==> config.mk <==
export PLATFORM = sky130hd
export DESIGN_NAME = xbus_seq
export DESIGN_NICKNAME = d
export VERILOG_FILES = /design/src/rtl/xbus_pkg.sv /design/src/rtl/xbus_route.sv /design/src/rtl/xbus_himux.sv /design/src/rtl/xbus_pindec.sv /design/src/rtl/xbus_seq.sv
export SDC_FILE = /design/constraint.sdc
export NUM_CORES = 1
export LEC_CHECK = 0
export ABC_AREA = 1
export BUFFER_PORTS_ARGS = -buffer_cell sky130_fd_sc_hd__clkbuf_2
export CELL_PAD_IN_SITES_DETAIL_PLACEMENT = 2
export CELL_PAD_IN_SITES_GLOBAL_PLACEMENT = 2
export CORE_UTILIZATION = 28
export DETAILED_ROUTE_END_ITERATION = 12
export GPL_ROUTABILITY_DRIVEN = 1
export GPL_TIMING_DRIVEN = 0
export MAX_ROUTING_LAYER = met4
export PLACE_DENSITY = 0.78
export SLEW_MARGIN = 20
export SYNTH_ARGS = -nofsm -noshare
export SYNTH_HDL_FRONTEND = slang
export SYNTH_SLANG_ARGS = --single-unit
export TNS_END_PERCENT = 50
==> constraint.sdc <==
create_clock -name clk -period 1.8 [get_ports clk]
set_input_delay 0.09 -clock clk [delete_from_list [all_inputs] [get_ports clk]]
set_output_delay 0.09 -clock clk [all_outputs]
set_load 0.02 [all_outputs]
==> src/rtl/xbus_pkg.sv <==
package xbus_pkg;
    typedef enum logic [2:0] {
        ST_IDLE  = 3'd0,
        ST_ADDR  = 3'd1,
        ST_HOLD  = 3'd2,
        ST_SETUP = 3'd3,
        ST_STRB  = 3'd4,
        ST_DONE  = 3'd5,
        ST_IROM  = 3'd6
    } xb_state_e;

    typedef enum logic [1:0] {
        OP_FETCH = 2'd0,
        OP_READ  = 2'd1,
        OP_WRITE = 2'd2,
        OP_INT   = 2'd3
    } xb_op_e;
endpackage

==> src/rtl/xbus_route.sv <==
// Decides whether a fetch address is served on-chip or on the external bus.
module xbus_route #(
    parameter int PC_W      = 16,
    parameter int ROM_BYTES = 8192
) (
    input  logic            ext_n,
    input  logic [PC_W-1:0] pc,
    output logic            go_ext
);
    localparam logic [PC_W:0] LIMIT = (PC_W+1)'(ROM_BYTES);

    always_comb begin
        go_ext = !ext_n || ({1'b0, pc} >= LIMIT);
    end
endmodule

==> src/rtl/xbus_himux.sv <==
// Source selection for the high address byte, both for a new data
// access and for what the port shows on the pins.
module xbus_himux #(
    parameter int DW = 8
) (
    input  logic          sel_wide,
    input  logic [DW-1:0] ptr_hi,
    input  logic [DW-1:0] latch,
    input  logic          bus_owns,
    input  logic [DW-1:0] bus_hi,
    input  logic          ext_exec,
    input  logic [DW-1:0] last_pc_hi,
    output logic [DW-1:0] data_hi,
    output logic [DW-1:0] pin_hi
);
    always_comb begin
        data_hi = sel_wide ? ptr_hi : latch;
        if (bus_owns) begin
            pin_hi = bus_hi;
        end else if (ext_exec) begin
            pin_hi = last_pc_hi;
        end else begin
            pin_hi = latch;
        end
    end
endmodule

==> src/rtl/xbus_pindec.sv <==
// Decodes the sequencer state flops into bus pin levels.
module xbus_pindec
    import xbus_pkg::*;
#(
    parameter int DW = 8
) (
    input  xb_state_e     st,
    input  xb_op_e        op,
    input  logic [DW-1:0] alo,
    input  logic [DW-1:0] wdat,
    output logic          ale,
    output logic          pstb_n,
    output logic          rstb_n,
    output logic          wstb_n,
    output logic          ad_oe,
    output logic [DW-1:0] ad_out,
    output logic          bus_owns,
    output logic          done,
    output logic          idle
);
    logic addr_phase;
    logic data_phase;
    logic strobing;

    always_comb begin
        addr_phase = (st == ST_ADDR) || (st == ST_HOLD);
        data_phase = (op == OP_WRITE) &&
                     ((st == ST_SETUP) || (st == ST_STRB) || (st == ST_DONE));
        strobing   = (st == ST_STRB);

        ale      = (st == ST_ADDR);
        ad_oe    = addr_phase || data_phase;
        if (addr_phase) begin
            ad_out = alo;
        end else if (data_phase) begin
            ad_out = wdat;
        end else begin
            ad_out = '0;
        end

        pstb_n   = !(strobing && (op == OP_FETCH));
        rstb_n   = !(strobing && (op == OP_READ));
        wstb_n   = !(strobing && (op == OP_WRITE));

        bus_owns = (op != OP_INT) && (st != ST_IDLE) && (st != ST_IROM);
        done     = (st == ST_DONE);
        idle     = (st == ST_IDLE);
    end
endmodule

==> src/rtl/xbus_seq.sv <==
module xbus_seq
    import xbus_pkg::*;
#(
    parameter int PC_W          = 16,
    parameter int DW            = 8,
    parameter int ROM_BYTES     = 8192,
    parameter int STROBE_CYCLES = 2
) (
    input  logic                          clk,
    input  logic                          rst_n,
    input  logic                          ext_fetch_n,
    input  logic                          fetch_req,
    input  logic [PC_W-1:0]               fetch_pc,
    input  logic                          dat_req,
    input  logic                          dat_we,
    input  logic                          dat_wide,
    input  logic [DW-1:0]                 dat_addr_lo,
    input  logic [DW-1:0]                 dat_ptr_hi,
    input  logic [DW-1:0]                 dat_wdata,
    input  logic                          hilatch_we,
    input  logic [DW-1:0]                 hilatch_wdata,
    input  logic [DW-1:0]                 rom_data,
    input  logic [DW-1:0]                 ad_in,
    output logic                          bus_idle,
    output logic                          done,
    output logic [DW-1:0]                 rdata,
    output logic [$clog2(ROM_BYTES)-1:0]  rom_addr,
    output logic                          ale,
    output logic                          pstb_n,
    output logic                          rstb_n,
    output logic                          wstb_n,
    output logic [DW-1:0]                 ad_out,
    output logic                          ad_oe,
    output logic [DW-1:0]                 ahi_out
);
    localparam int RAW = $clog2(ROM_BYTES);
    localparam int CW  = (STROBE_CYCLES > 1) ? $clog2(STROBE_CYCLES) : 1;
    localparam logic [CW-1:0] CNT_LAST = CW'(STROBE_CYCLES - 1);

    typedef struct packed {
        xb_state_e      st;
        xb_op_e         op;
        logic [CW-1:0]  cnt;
        logic [DW-1:0]  alo;
        logic [DW-1:0]  ahi;
        logic [DW-1:0]  wdat;
        logic [DW-1:0]  rdat;
        logic [DW-1:0]  pc_hi;
        logic [DW-1:0]  latch;
        logic           ext_exec;
        logic [RAW-1:0] rom;
    } seq_t;

    seq_t q, d;

    logic          go_ext;
    logic [DW-1:0] data_hi;
    logic          bus_owns;

    xbus_route #(
        .PC_W      (PC_W),
        .ROM_BYTES (ROM_BYTES)
    ) route_i (
        .ext_n  (ext_fetch_n),
        .pc     (fetch_pc),
        .go_ext (go_ext)
    );

    xbus_himux #(
        .DW (DW)
    ) himux_i (
        .sel_wide   (dat_wide),
        .ptr_hi     (dat_ptr_hi),
        .latch      (q.latch),
        .bus_owns   (bus_owns),
        .bus_hi     (q.ahi),
        .ext_exec   (q.ext_exec),
        .last_pc_hi (q.pc_hi),
        .data_hi    (data_hi),
        .pin_hi     (ahi_out)
    );

    xbus_pindec #(
        .DW (DW)
    ) pindec_i (
        .st       (q.st),
        .op       (q.op),
        .alo      (q.alo),
        .wdat     (q.wdat),
        .ale      (ale),
        .pstb_n   (pstb_n),
        .rstb_n   (rstb_n),
        .wstb_n   (wstb_n),
        .ad_oe    (ad_oe),
        .ad_out   (ad_out),
        .bus_owns (bus_owns),
        .done     (done),
        .idle     (bus_idle)
    );

    always_comb begin
        d = q;
        if (hilatch_we) begin
            d.latch = hilatch_wdata;
        end
        case (q.st)
            ST_IDLE: begin
                if (fetch_req) begin
                    d.ext_exec = go_ext;
                    d.pc_hi    = fetch_pc[PC_W-1:DW];
                    if (go_ext) begin
                        d.st  = ST_ADDR;
                        d.op  = OP_FETCH;
                        d.alo = fetch_pc[DW-1:0];
                        d.ahi = fetch_pc[PC_W-1:DW];
                    end else begin
                        d.st  = ST_IROM;
                        d.op  = OP_INT;
                        d.rom = fetch_pc[RAW-1:0];
                    end
                end else if (dat_req) begin
                    d.st   = ST_ADDR;
                    d.op   = dat_we ? OP_WRITE : OP_READ;
                    d.alo  = dat_addr_lo;
                    d.ahi  = data_hi;
                    d.wdat = dat_wdata;
                end
            end
            ST_ADDR:  d.st = ST_HOLD;
            ST_HOLD:  d.st = ST_SETUP;
            ST_SETUP: begin
                d.st  = ST_STRB;
                d.cnt = '0;
            end
            ST_STRB: begin
                if (q.cnt == CNT_LAST) begin
                    d.st = ST_DONE;
                    if (q.op != OP_WRITE) begin
                        d.rdat = ad_in;
                    end
                end else begin
                    d.cnt = q.cnt + 1'b1;
                end
            end
            ST_IROM: begin
                d.rdat = rom_data;
                d.st   = ST_DONE;
            end
            ST_DONE:  d.st = ST_IDLE;
            default:  d.st = ST_IDLE;
        endcase
    end

    always_ff @(posedge clk or negedge rst_n) begin
        if (!rst_n) begin
            q <= '0;
        end else begin
            q <= d;
        end
    end

    assign rdata    = q.rdat;
    assign rom_addr = q.rom;
endmodule

==> impl_metrics.ini, run 1 <==
[placement]
placed_cells = 791
port_buffers = 115
postPlaceCellArea_um2 = 4470
finalWeightedCongestion = 0.772
dp.final_hpwl_um = 10100

[synthesis]
synthesis.instances = 503
yosys.area_share.simple_pct = 33.7
net_count_of_the_mapped_netlist = 575
yosys_warnings = 0
synth-seq-cells = 68
synthesis.area_um2 = 3660
synth_xor_area_share_pct = 0
synthDistinctLibCells = 23
synth_top_family_by_area = simple AND/OR/NAND/NOR gates
fraction_of_the_mapped_netlist_area_in_compound_gates_pct = 8.18
syn_area_per_cell_um2 = 7.27
synth_adder_area_share_pct = 0
share_of_cell_area_taken_by_muxes_after_synthesis_pct = 0
synth_sequential_area_ratio_pct = 46.5

[timing]
final-hold-violation-count = 0
hold-worst-slack_ns = 0.00904
max-slew-margin-rel_pct = 63.6
max_freq_ghz = 0.573
fin_setup_tns_ns = 0
fin_crit_sh_pct = 96.9
final.min_clock_period_ns = 1.74
clock_skew_ns = 0.00733
setup_viol = 0
worst-slew-pin-transition_ns = 0.546
final-max-slew-violation-count = 0

[floorplan]
num_io_pins = 116
floorplan.core_area_um2 = 12700
rows = 41
start_util_pct = 28.9
die_w_um = 116
fp.dieH_um = 116
fp.dieArea_um2 = 13500

[detailed_routing]
route.antenna.remaining_nets = 0
drt-wirelength-per-cell_um = 16.2
detail_route.wirelength_um = 13500
firstDrtPassIters = 4
avgViaCountPerCell = 4.59
remaining_drc_errors = 0
drtIter0Drc = 99
dr_total_vias = 3821

[power]
worst_ir_drop_vdd_uv = 452
pwr_density_cell_nw_per_um2 = 1690
p_total_mw = 8.58
p_leak_nw = 2.83

[setup_path]
worstPathMaxFanout = 10
worst_ep_arrival_time_ns = 1.65
crit_required_ns = 1.71
worstSetupEndpointType = output port
r2r_setup_slack_ns = 0.14
startpoint_type = flop
critical_path_class = reg -> out

[clock_network]
clk_pin_slew_ns = 0.06
cts_htree_levels = 3
clock_sinks = 68
clock_latency_on_the_worst_skew_pair_ns = 0.34
cts_tree = yes
clock_path_buffers = 2
cts-buffers-inserted = 9
cts.root.buffer_cell = sky130_fd_sc_hd__clkbuf_16

[grt]
grt_antenna_before_repair = 0
global_route_wire_length_before_repair_um = 21700
number_of_global_route_vias_before_repair = 4266
grt_max_degree = 36
grt-ovfl-total = 0
groute.usage.overall_pct = 21.9

[final_layout]
nNetsFinal = 727
layoutNonFillerInstCount = 832
fin_area_um2 = 5090
area_growth_syn_to_layout_pct = 39.2
final_layout_size_suffix_gt1_share_pct = 30.9
insertedDiodeCount = 0

[outcome]
outcome = completed

[min_path]
min-delay-path-class = in -> reg

[run]
cap_viol_max_count = 0
==> cells in the final DEF, fill, tap and decap left out, types with 9 or more instances in the layout <==
cell type                       count
sky130_fd_sc_hd__clkbuf_16          9
sky130_fd_sc_hd__inv_1             42
sky130_fd_sc_hd__buf_2             10
sky130_fd_sc_hd__buf_4             39
sky130_fd_sc_hd__dfrtp_1           65
sky130_fd_sc_hd__o21ai_1           13
sky130_fd_sc_hd__nand4_1            9
sky130_fd_sc_hd__o21ai_0           29
sky130_fd_sc_hd__nand2_2            9
sky130_fd_sc_hd__nand3_1           17
sky130_fd_sc_hd__nand2_1          223
sky130_fd_sc_hd__dlygate4sd3_1     18
sky130_fd_sc_hd__a21oi_1           10
sky130_fd_sc_hd__nor2_1            21
sky130_fd_sc_hd__clkbuf_2         100
==> worst paths after layout <==
check,end,depth (start not counted),from
setup / recovery,ahi_out[2],6,q[66]
hold / removal,rom_addr[0],3,fetch_pc[0]
setup reg to reg,q[59],7,q[66]
hold reg to reg,q[46],2,q[46]
max in group asynchronous,q[13],3,rst_n
min in group asynchronous,rdata[2],2,rst_n
==> sequential cells by signal, summed over array words and instances (netlist names) <==
signal and flops:
q 47, rom_addr 13, rdata 8
==> worst max-delay path: stages, from the launching register on <==
cell and delay [ns]:
sky130_fd_sc_hd__dfrtp_2 0.47, sky130_fd_sc_hd__buf_4 0.16, sky130_fd_sc_hd__nand3_4 0.09, sky130_fd_sc_hd__nand3_4 0.09, sky130_fd_sc_hd__buf_8 0.15, sky130_fd_sc_hd__o21ai_2 0.16
sky130_fd_sc_hd__buf_2 0.19
==> through the flow <==
| step | utilization, % | setup WS (ns) |
|---|---|---|
| 3_3_place_gp | 35.1 | 0.000294 |
| 2_1_floorplan | - | 0.296 |
| 6_report | 40.2 | 0.0558 |
| 3_5_place_dp | 35.3 | -0.0400 |
| 5_1_grt | 40.2 | -0.0122 |
| 4_1_cts | 39.7 | -0.0389 |
==> cells by family (layout without fill, tap and decap cells) <==
family                 count (synthesis)  in the layout
buffers and inverters                 83            239
AOI/OAI and AO/OA                     59             59
DFF                                   68             68
and+or+nand+nor                      293            294
==> cells in the mapped netlist (all sizes together) <==
cell type | instances | area, µm²
a21oi | 10 | 50.1
o21ai | 47 | 235
nor3 | 2 | 10.0
buf | 33 | 235
nand4 | 9 | 56.3
inv | 44 | 165
dfrtp | 68 | 1700
clkbuf | 6 | 22.5
nand3 | 20 | 123
nand2 | 234 | 906
nor2 | 28 | 138
o22ai | 1 | 6.26
o211ai | 1 | 7.51
==> report_power, final <==
group,switching [mW],internal (mW),total [mW],leakage [nW]
Combinational,2.66,1.62,4.28,1.85
Clock,0.698,1.07,1.77,0.142
Sequential,0.382,2.14,2.53,0.842
==> layer usage <==
metal | track usage, % | wire length (µm) | vias up
met5 | - | 0 | -
met4 | 7.26 | 218 | 0
met3 | 3.58 | 426 | 17
met2 | 38.5 | 7050 | 75
met1 | 25.2 | 5810 | 1881
li1 | - | - | 1848
==> cell type report <==
cell class / count / area [µm²]
fillers: 1492 / 7580
flip-flops and latches: 68 / 1710
multi-input cells: 353 / 1580
repair buffers: 141 / 858
plain buffers: 38 / 268
clock buffers: 10 / 229
well taps: 172 / 215
inverters: 44 / 168
clock inverters: 6 / 65.1
==> repair_timing <==
item / 4_1_cts / 5_1_grt
pin swaps: 4 / 2
hold buffers: 18 / 0
buffers inserted: 6 / 1
setup endpoints to repair: 17 / 17
gates cloned: 0 / 1
gates resized for setup: 24 / 30
endpoints found under the hold margin: 50 / 0
Power figures use the tool's default switching activity.
==> inputs of run 2 (changes only) <==
--- a/config.mk
+++ b/config.mk
@@ -5,11 +5,10 @@
 export SDC_FILE = /design/constraint.sdc
 export NUM_CORES = 1
 export LEC_CHECK = 0
-export ABC_AREA = 1
 export BUFFER_PORTS_ARGS = -buffer_cell sky130_fd_sc_hd__clkbuf_2
 export CELL_PAD_IN_SITES_DETAIL_PLACEMENT = 2
 export CELL_PAD_IN_SITES_GLOBAL_PLACEMENT = 2
-export CORE_UTILIZATION = 28
+export CORE_UTILIZATION = 32
 export DETAILED_ROUTE_END_ITERATION = 12
 export GPL_ROUTABILITY_DRIVEN = 1
 export GPL_TIMING_DRIVEN = 0
==> run 2 against run 1 <==
  * The flow now finishes with violations (setup timing)
  * Largest cell class unchanged
  * First-iteration DRC count decreased by 33%
  * Sequential power increased by 8%
  * Clock-buffer cell count increased by 1
  * Critical path depth increased by 1
  * Worst hold slack improved by 0.0058 ns
==> impl_metrics.ini, run 2 <==
[outcome]
outcome = finished with violations
violations = setup timing

[floorplan]
fp.dieH_um = 106
fp.dieArea_um2 = 11300
floorplan.core_area_um2 = 10400
die_w_um = 106
start_util_pct = 33.4
rows = 37
num_io_pins = 116

[min_path]
hold_path_startpoint = fetch_pc[12]
min-delay-path-class = in -> reg
hold_end = rom_addr[12]
min_path_cells = 2

[final_layout]
register_area_um2 = 1700
final_layout_size_suffix_gt1_share_pct = 57.1
area_growth_syn_to_layout_pct = 43.3
multi_input_gate_area_um2 = 1660
num-fill-cells = 1073
registers.top_by_ff_count = q
mostFrequentLayoutCells = sky130_fd_sc_hd__clkbuf_2, sky130_fd_sc_hd__dfrtp_1, sky130_fd_sc_hd__mux2_2
nNetsFinal = 526
largest_reg_flops = 47
layout.core_utilization_pct = 47.9
final_common_cell = sky130_fd_sc_hd__clkbuf_2
insertedDiodeCount = 0

[clock_network]
clk_pin_slew_ns = 0.08
cts.root.buffer_cell = sky130_fd_sc_hd__clkbuf_8
cts_tree = yes
cts-buffers-inserted = 9
cts_htree_levels = 3
clock_latency_on_the_worst_skew_pair_ns = 0.36
clock_sinks = 68
clock_path_buffers = 2

[grt]
global_route_wire_length_before_repair_um = 18000
number_of_global_route_vias_before_repair = 3355
grt_max_degree = 44
groute.usage.overall_pct = 21.9
grt-ovfl-total = 0
grt_antenna_before_repair = 0

[timing]
final-max-slew-violation-count = 0
max-slew-margin-rel_pct = 58.1
final-hold-violation-count = 0
worst-slew-pin-transition_ns = 0.629
max_freq_ghz = 0.523
clock_skew_ns = 0.0130
fin_crit_sh_pct = 106
final.min_clock_period_ns = 1.91
setup_viol = 16
finalWorstSetupSlack_ns = -0.111
rsz0062_at_grt = true

[synthesis]
synth_common_cells = sky130_fd_sc_hd__dfrtp_1, sky130_fd_sc_hd__mux2_2, sky130_fd_sc_hd__nor2_1, sky130_fd_sc_hd__a21oi_1, sky130_fd_sc_hd__buf_4
synth_edf_count = 0
syn_area_per_cell_um2 = 11.7
async_flop_share_pct = 100
synth_top_cell_by_area = sky130_fd_sc_hd__dfrtp_1
top_cells_by_area_synth = sky130_fd_sc_hd__dfrtp_1, sky130_fd_sc_hd__mux2_2, sky130_fd_sc_hd__buf_4, sky130_fd_sc_hd__a21oi_1, sky130_fd_sc_hd__nor2_1
synth-seq-cells = 68
yosys_warnings = 0
synthDistinctLibCells = 39
synth.top_cell.area_share_pct = 48.9
yosysMostFrequentCell = sky130_fd_sc_hd__dfrtp_1
net_count_of_the_mapped_netlist = 370
synthesis.area_um2 = 3480
synthesis.instances = 298
synth_sequential_area_ratio_pct = 48.9
synth_flop_cell = sky130_fd_sc_hd__dfrtp_1

[setup_path]
dominant_cell_type_by_count_on_the_critical_path = sky130_fd_sc_hd__buf_6
worstPathMaxFanout = 8
path_cells = buf_6 > nor2b_4 > o31ai_4 > buf_6 > nor2_2 > a21oi_2 > clkbuf_8
regToRegStartpoint = q[66]
crit_family = buffers and inverters
timing.reg2reg.worst_path_depth = 6
critical_path.slowest_cell = sky130_fd_sc_hd__dfrtp_1
worstSetupEndpointType = output port
crit_required_ns = 1.71
startpoint_type = flop
worst_r2r_endpoint = rom_addr[11]
critical_path_class = reg -> out
worst_ep_arrival_time_ns = 1.82
cp_slowest_stage_delay_ns = 0.38
r2r_setup_slack_ns = 0.03
crit_buf_inv = 3

[power]
netSwitchingFraction_pct = 41.8
p_clk_share_pct = 12.1
power.share.combinational_pct = 58.7
p_leak_nw = 2.38
p_int_mw = 5.42
seq_power_share_pct = 29.2
pwr_density_cell_nw_per_um2 = 1870
worst_ir_drop_vdd_uv = 692
switching_power_mw = 3.89
p_total_mw = 9.32

[run]
cap_viol_max_count = 0

[detailed_routing]
remaining_drc_errors = 0
avgViaCountPerCell = 5.00
route.antenna.remaining_nets = 0
firstDrtPassIters = 4
drt-wirelength-per-cell_um = 19.6
detail_route.wirelength_um = 11700
drtIter0Drc = 66
dr_total_vias = 2976

[placement]
port_buffers = 112
finalWeightedCongestion = 0.766
dp.final_hpwl_um = 7740
[run 2: cell count changes after synthesis, sizes merged, moves of 8 or more]
cell / before / now
o21ai: 47 / 1
nand3: 20 / 3
nor2: 28 / 36
inv: 44 / 1
mux2i: 0 / 8
a21oi: 10 / 27
a22o: 0 / 8
mux2: 0 / 61
a22oi: 0 / 15
nand4: 9 / 0
nand2: 234 / 7
[run 2: how the worst max path moves through the flow]
stage                      from          to  slack [ns]  cells after the start
after global routing      q[66]  ahi_out[0]       -0.17                      7
after floorplan           q[66]       q[22]        0.07                      6
after detailed placement  q[66]  ahi_out[5]       -0.26                      7
final                     q[66]  ahi_out[7]       -0.11                      7
after global placement    q[66]  ahi_out[5]       -0.26                      7
after CTS                 q[66]  ahi_out[0]       -0.14                      7
[run 2: power groups by stage]
| stage | Combinational [mW] | Clock (mW) | Sequential [mW] |
|---|---|---|---|
| after global placement | 4.12 | 0 | 2.60 |
| after floorplan | 3.06 | 0 | 2.51 |
| after CTS | 5.04 | 1.15 | 2.69 |
| after global routing | 5.81 | 1.22 | 2.79 |
| final | 5.47 | 1.13 | 2.72 |
| after detailed placement | 4.25 | 0 | 2.67 |
[run 2: metrics by stage]
stage	TNS, ns	hold WS [ns]	cell area [µm²]	setup WS, ns	std cells
6_report	-0.903	0.0148	4990	-0.111	595
3_5_place_dp	-2.26	0.0762	4240	-0.262	547
3_3_place_gp	-1.90	0.328	4210	-0.263	546
2_1_floorplan	0	-0.206	3480	0.0654	298
5_1_grt	-2.17	0.00589	4990	-0.166	595
4_1_cts	-1.97	0.00118	4840	-0.144	591
[run 2: final cells by class]
type / instances / share of cell area (%)
Inverter: 2 / 0.251
Clock inverter: 5 / 0.577
Tap cell: 136 / 3.41
Sequential cell: 68 / 34.1
Buffer: 37 / 5.52
Timing Repair Buffer: 146 / 20.2
Multi-Input combinational cell: 190 / 33.3
Clock buffer: 11 / 2.63
[run 2: repair_timing]
action                                  in CTS  in global routing
hold buffers                                22                  1
gates resized for setup                     45                 43
buffers inserted                             7                  3
endpoints found under the setup margin      33                 55
hold endpoints to repair                    46                  1
pin swaps                                    1                 11
cloned                                       0                  0
[run 2: cell families after synthesis]
group / after synthesis / synth area share [%]
muxes: 69 / 22.9
DFF: 68 / 48.9
AOI/OAI and AO/OA: 60 / 11.7
and+or+nand+nor: 60 / 8.88
buffers and inverters: 40 / 7.41
xor gates and xnor gates: 1 / 0.252
[run 2: layer usage]
metal / wire [µm] / global-route usage (%) / vias up / part of all wire, %
met3: 422 / 3.37 / 13 / 3.6
met4: 172 / 7.24 / 0 / 1.5
met5: 0 / - / - / 0
met2: 6260 / 39.8 / 82 / 54
met1: 4810 / 24.5 / 1525 / 41
li1: - / - / 1356 / -
==> inputs of run 3 (changes only) <==
--- a/config.mk
+++ b/config.mk
@@ -12,7 +12,6 @@
 export DETAILED_ROUTE_END_ITERATION = 12
 export GPL_ROUTABILITY_DRIVEN = 1
 export GPL_TIMING_DRIVEN = 0
-export MAX_ROUTING_LAYER = met4
 export PLACE_DENSITY = 0.78
 export SLEW_MARGIN = 20
 export SYNTH_ARGS = -nofsm -noshare
==> run 3 against run 2 <==
  * The run still ends with setup timing left
  * Combinational power hardly changed
  * Critical endpoint is now ahi_out[3]
  * Largest power group unchanged
  * Largest cell class unchanged
  * Final area is the same
  * Maximum frequency increased by 0.27%
  * Wire length about the same
  * Global-route usage decreased by 0.57 points
  * Via count shrank 0.47%
  * Sequential power about the same
  * Core utilization is the same
  * Highest routed layer unchanged
==> impl_metrics.ini, run 3 (synthesis gave the netlist of run 2 again) <==
[timing]
finalWorstSetupSlack_ns = -0.106
final-max-slew-violation-count = 0
clock_skew_ns = 0.0106
max-slew-margin-rel_pct = 57.3
fin_crit_sh_pct = 106
setup_viol = 16
max_freq_ghz = 0.525
final.min_clock_period_ns = 1.91
worst-slew-pin-transition_ns = 0.641
final-hold-violation-count = 0
rsz0062_at_grt = true

[final_layout]
registers.top_by_ff_count = q
nNetsFinal = 526
final_layout_size_suffix_gt1_share_pct = 57.1
final_common_cell = sky130_fd_sc_hd__clkbuf_2
largest_reg_flops = 47
area_growth_syn_to_layout_pct = 43.3
fin_area_um2 = 4990
insertedDiodeCount = 0
layoutNonFillerInstCount = 595
mostFrequentLayoutCells = sky130_fd_sc_hd__clkbuf_2, sky130_fd_sc_hd__dfrtp_1, sky130_fd_sc_hd__mux2_2
layout.core_utilization_pct = 47.9

[power]
worst_ir_drop_vdd_uv = 696
pwr_density_cell_nw_per_um2 = 1870
p_leak_nw = 2.38
p_total_mw = 9.32

[floorplan]
num_io_pins = 116
rows = 37
fp.dieArea_um2 = 11300
die_w_um = 106
fp.dieH_um = 106
floorplan.core_area_um2 = 10400
start_util_pct = 33.4

[clock_network]
clock_sinks = 68
clk_pin_slew_ns = 0.08
cts-buffers-inserted = 9
clock_path_buffers = 2
cts.root.buffer_cell = sky130_fd_sc_hd__clkbuf_8
clock_latency_on_the_worst_skew_pair_ns = 0.35
cts_tree = yes
cts_htree_levels = 3

[outcome]
violations = setup timing
outcome = finished with violations

[grt]
grt_antenna_before_repair = 0
gr-usage-met1_pct = 24.3
grt-ovfl-total = 0
groute.usage.overall_pct = 21.4
global_route_wire_length_before_repair_um = 18000
number_of_global_route_vias_before_repair = 3348
use_met3_pct = 3.80
grt_most_used_layer = met2
grt_use_met2_pct = 39.8
grt_max_degree = 44

[detailed_routing]
drt-wirelength-per-cell_um = 19.6
route.antenna.remaining_nets = 0
firstDrtPassIters = 4
detail_route.wirelength_um = 11700
dr_total_vias = 2962
remaining_drc_errors = 0
drtIter0Drc = 62
avgViaCountPerCell = 4.98

[placement]
placed_cells = 547
postPlaceCellArea_um2 = 4240
port_buffers = 112
finalWeightedCongestion = 0.756
dp.final_hpwl_um = 7740

[setup_path]
worstPathMaxFanout = 8
critical_path_class = reg -> out
startpoint_type = flop
worstSetupEndpointType = output port
worst_ep_arrival_time_ns = 1.82
crit_required_ns = 1.71

[min_path]
min-delay-path-class = in -> reg

[run]
cap_viol_max_count = 0
## run 3: worst max-delay path: stages, from the launching register on
cell and delay (ns):
sky130_fd_sc_hd__dfrtp_1 0.38, sky130_fd_sc_hd__buf_6 0.14, sky130_fd_sc_hd__nor2b_4 0.14, sky130_fd_sc_hd__o31ai_4 0.23, sky130_fd_sc_hd__buf_6 0.22, sky130_fd_sc_hd__buf_6 0.13
sky130_fd_sc_hd__a21oi_2 0.05, sky130_fd_sc_hd__clkbuf_8 0.15
## run 3: cell type report
cell class,instances,area (µm²)
clock inverter,5,28.8
fill,1073,5430
inverter,2,12.5
buffer,37,275
sequential,68,1700
clock buffer,11,131
timing repair buffer,146,1010
tap,136,170
multi-input combinational,190,1660
## run 3: power breakdown
group          total (mW)  internal [mW]  switching (mW)
registers            2.72           2.22           0.497
logic                5.47           2.71            2.76
clock network        1.13          0.494           0.637
total                9.32           5.42            3.89
## run 3: metal layers
layer | up-vias | share of wire (%)
li1 | 1354 | -
met1 | 1516 | 41
met2 | 76 | 54
met3 | 16 | 4.0
met4 | 0 | 1.7
met5 | - | 0
## run 3: final timing paths
path	slack (ns)	to	depth (start not counted)	startpoint
max in group asynchronous	1.00	q[67]	3	rst_n
hold / removal	0.02	rom_addr[12]	2	fetch_pc[12]
setup / recovery	-0.11	ahi_out[3]	7	q[66]
hold reg to reg	0.51	rdata[4]	1	rdata[4]
setup reg to reg	0.03	rom_addr[11]	6	q[66]
min in group asynchronous	0.23	rdata[7]	2	rst_n
## run 3: through the flow
step	worst slack (ns)	setup TNS [ns]	hold WS (ns)
floorplan	0.0654	0	-0.206
global placement	-0.263	-1.90	0.328
detailed placement	-0.262	-2.26	0.0762
CTS	-0.144	-1.97	0.00118
global route	-0.166	-2.17	0.00590
finish	-0.106	-0.942	0.0158
## run 3: timing repair
| action | 4_1_cts | 5_1_grt |
|---|---|---|
| buffers inserted | 7 | 3 |
| pin swaps | 1 | 11 |
| endpoints found under the hold margin | 46 | 1 |
| endpoints found under the setup margin | 33 | 55 |
| gates resized for setup | 45 | 43 |
| hold buffers | 22 | 1 |
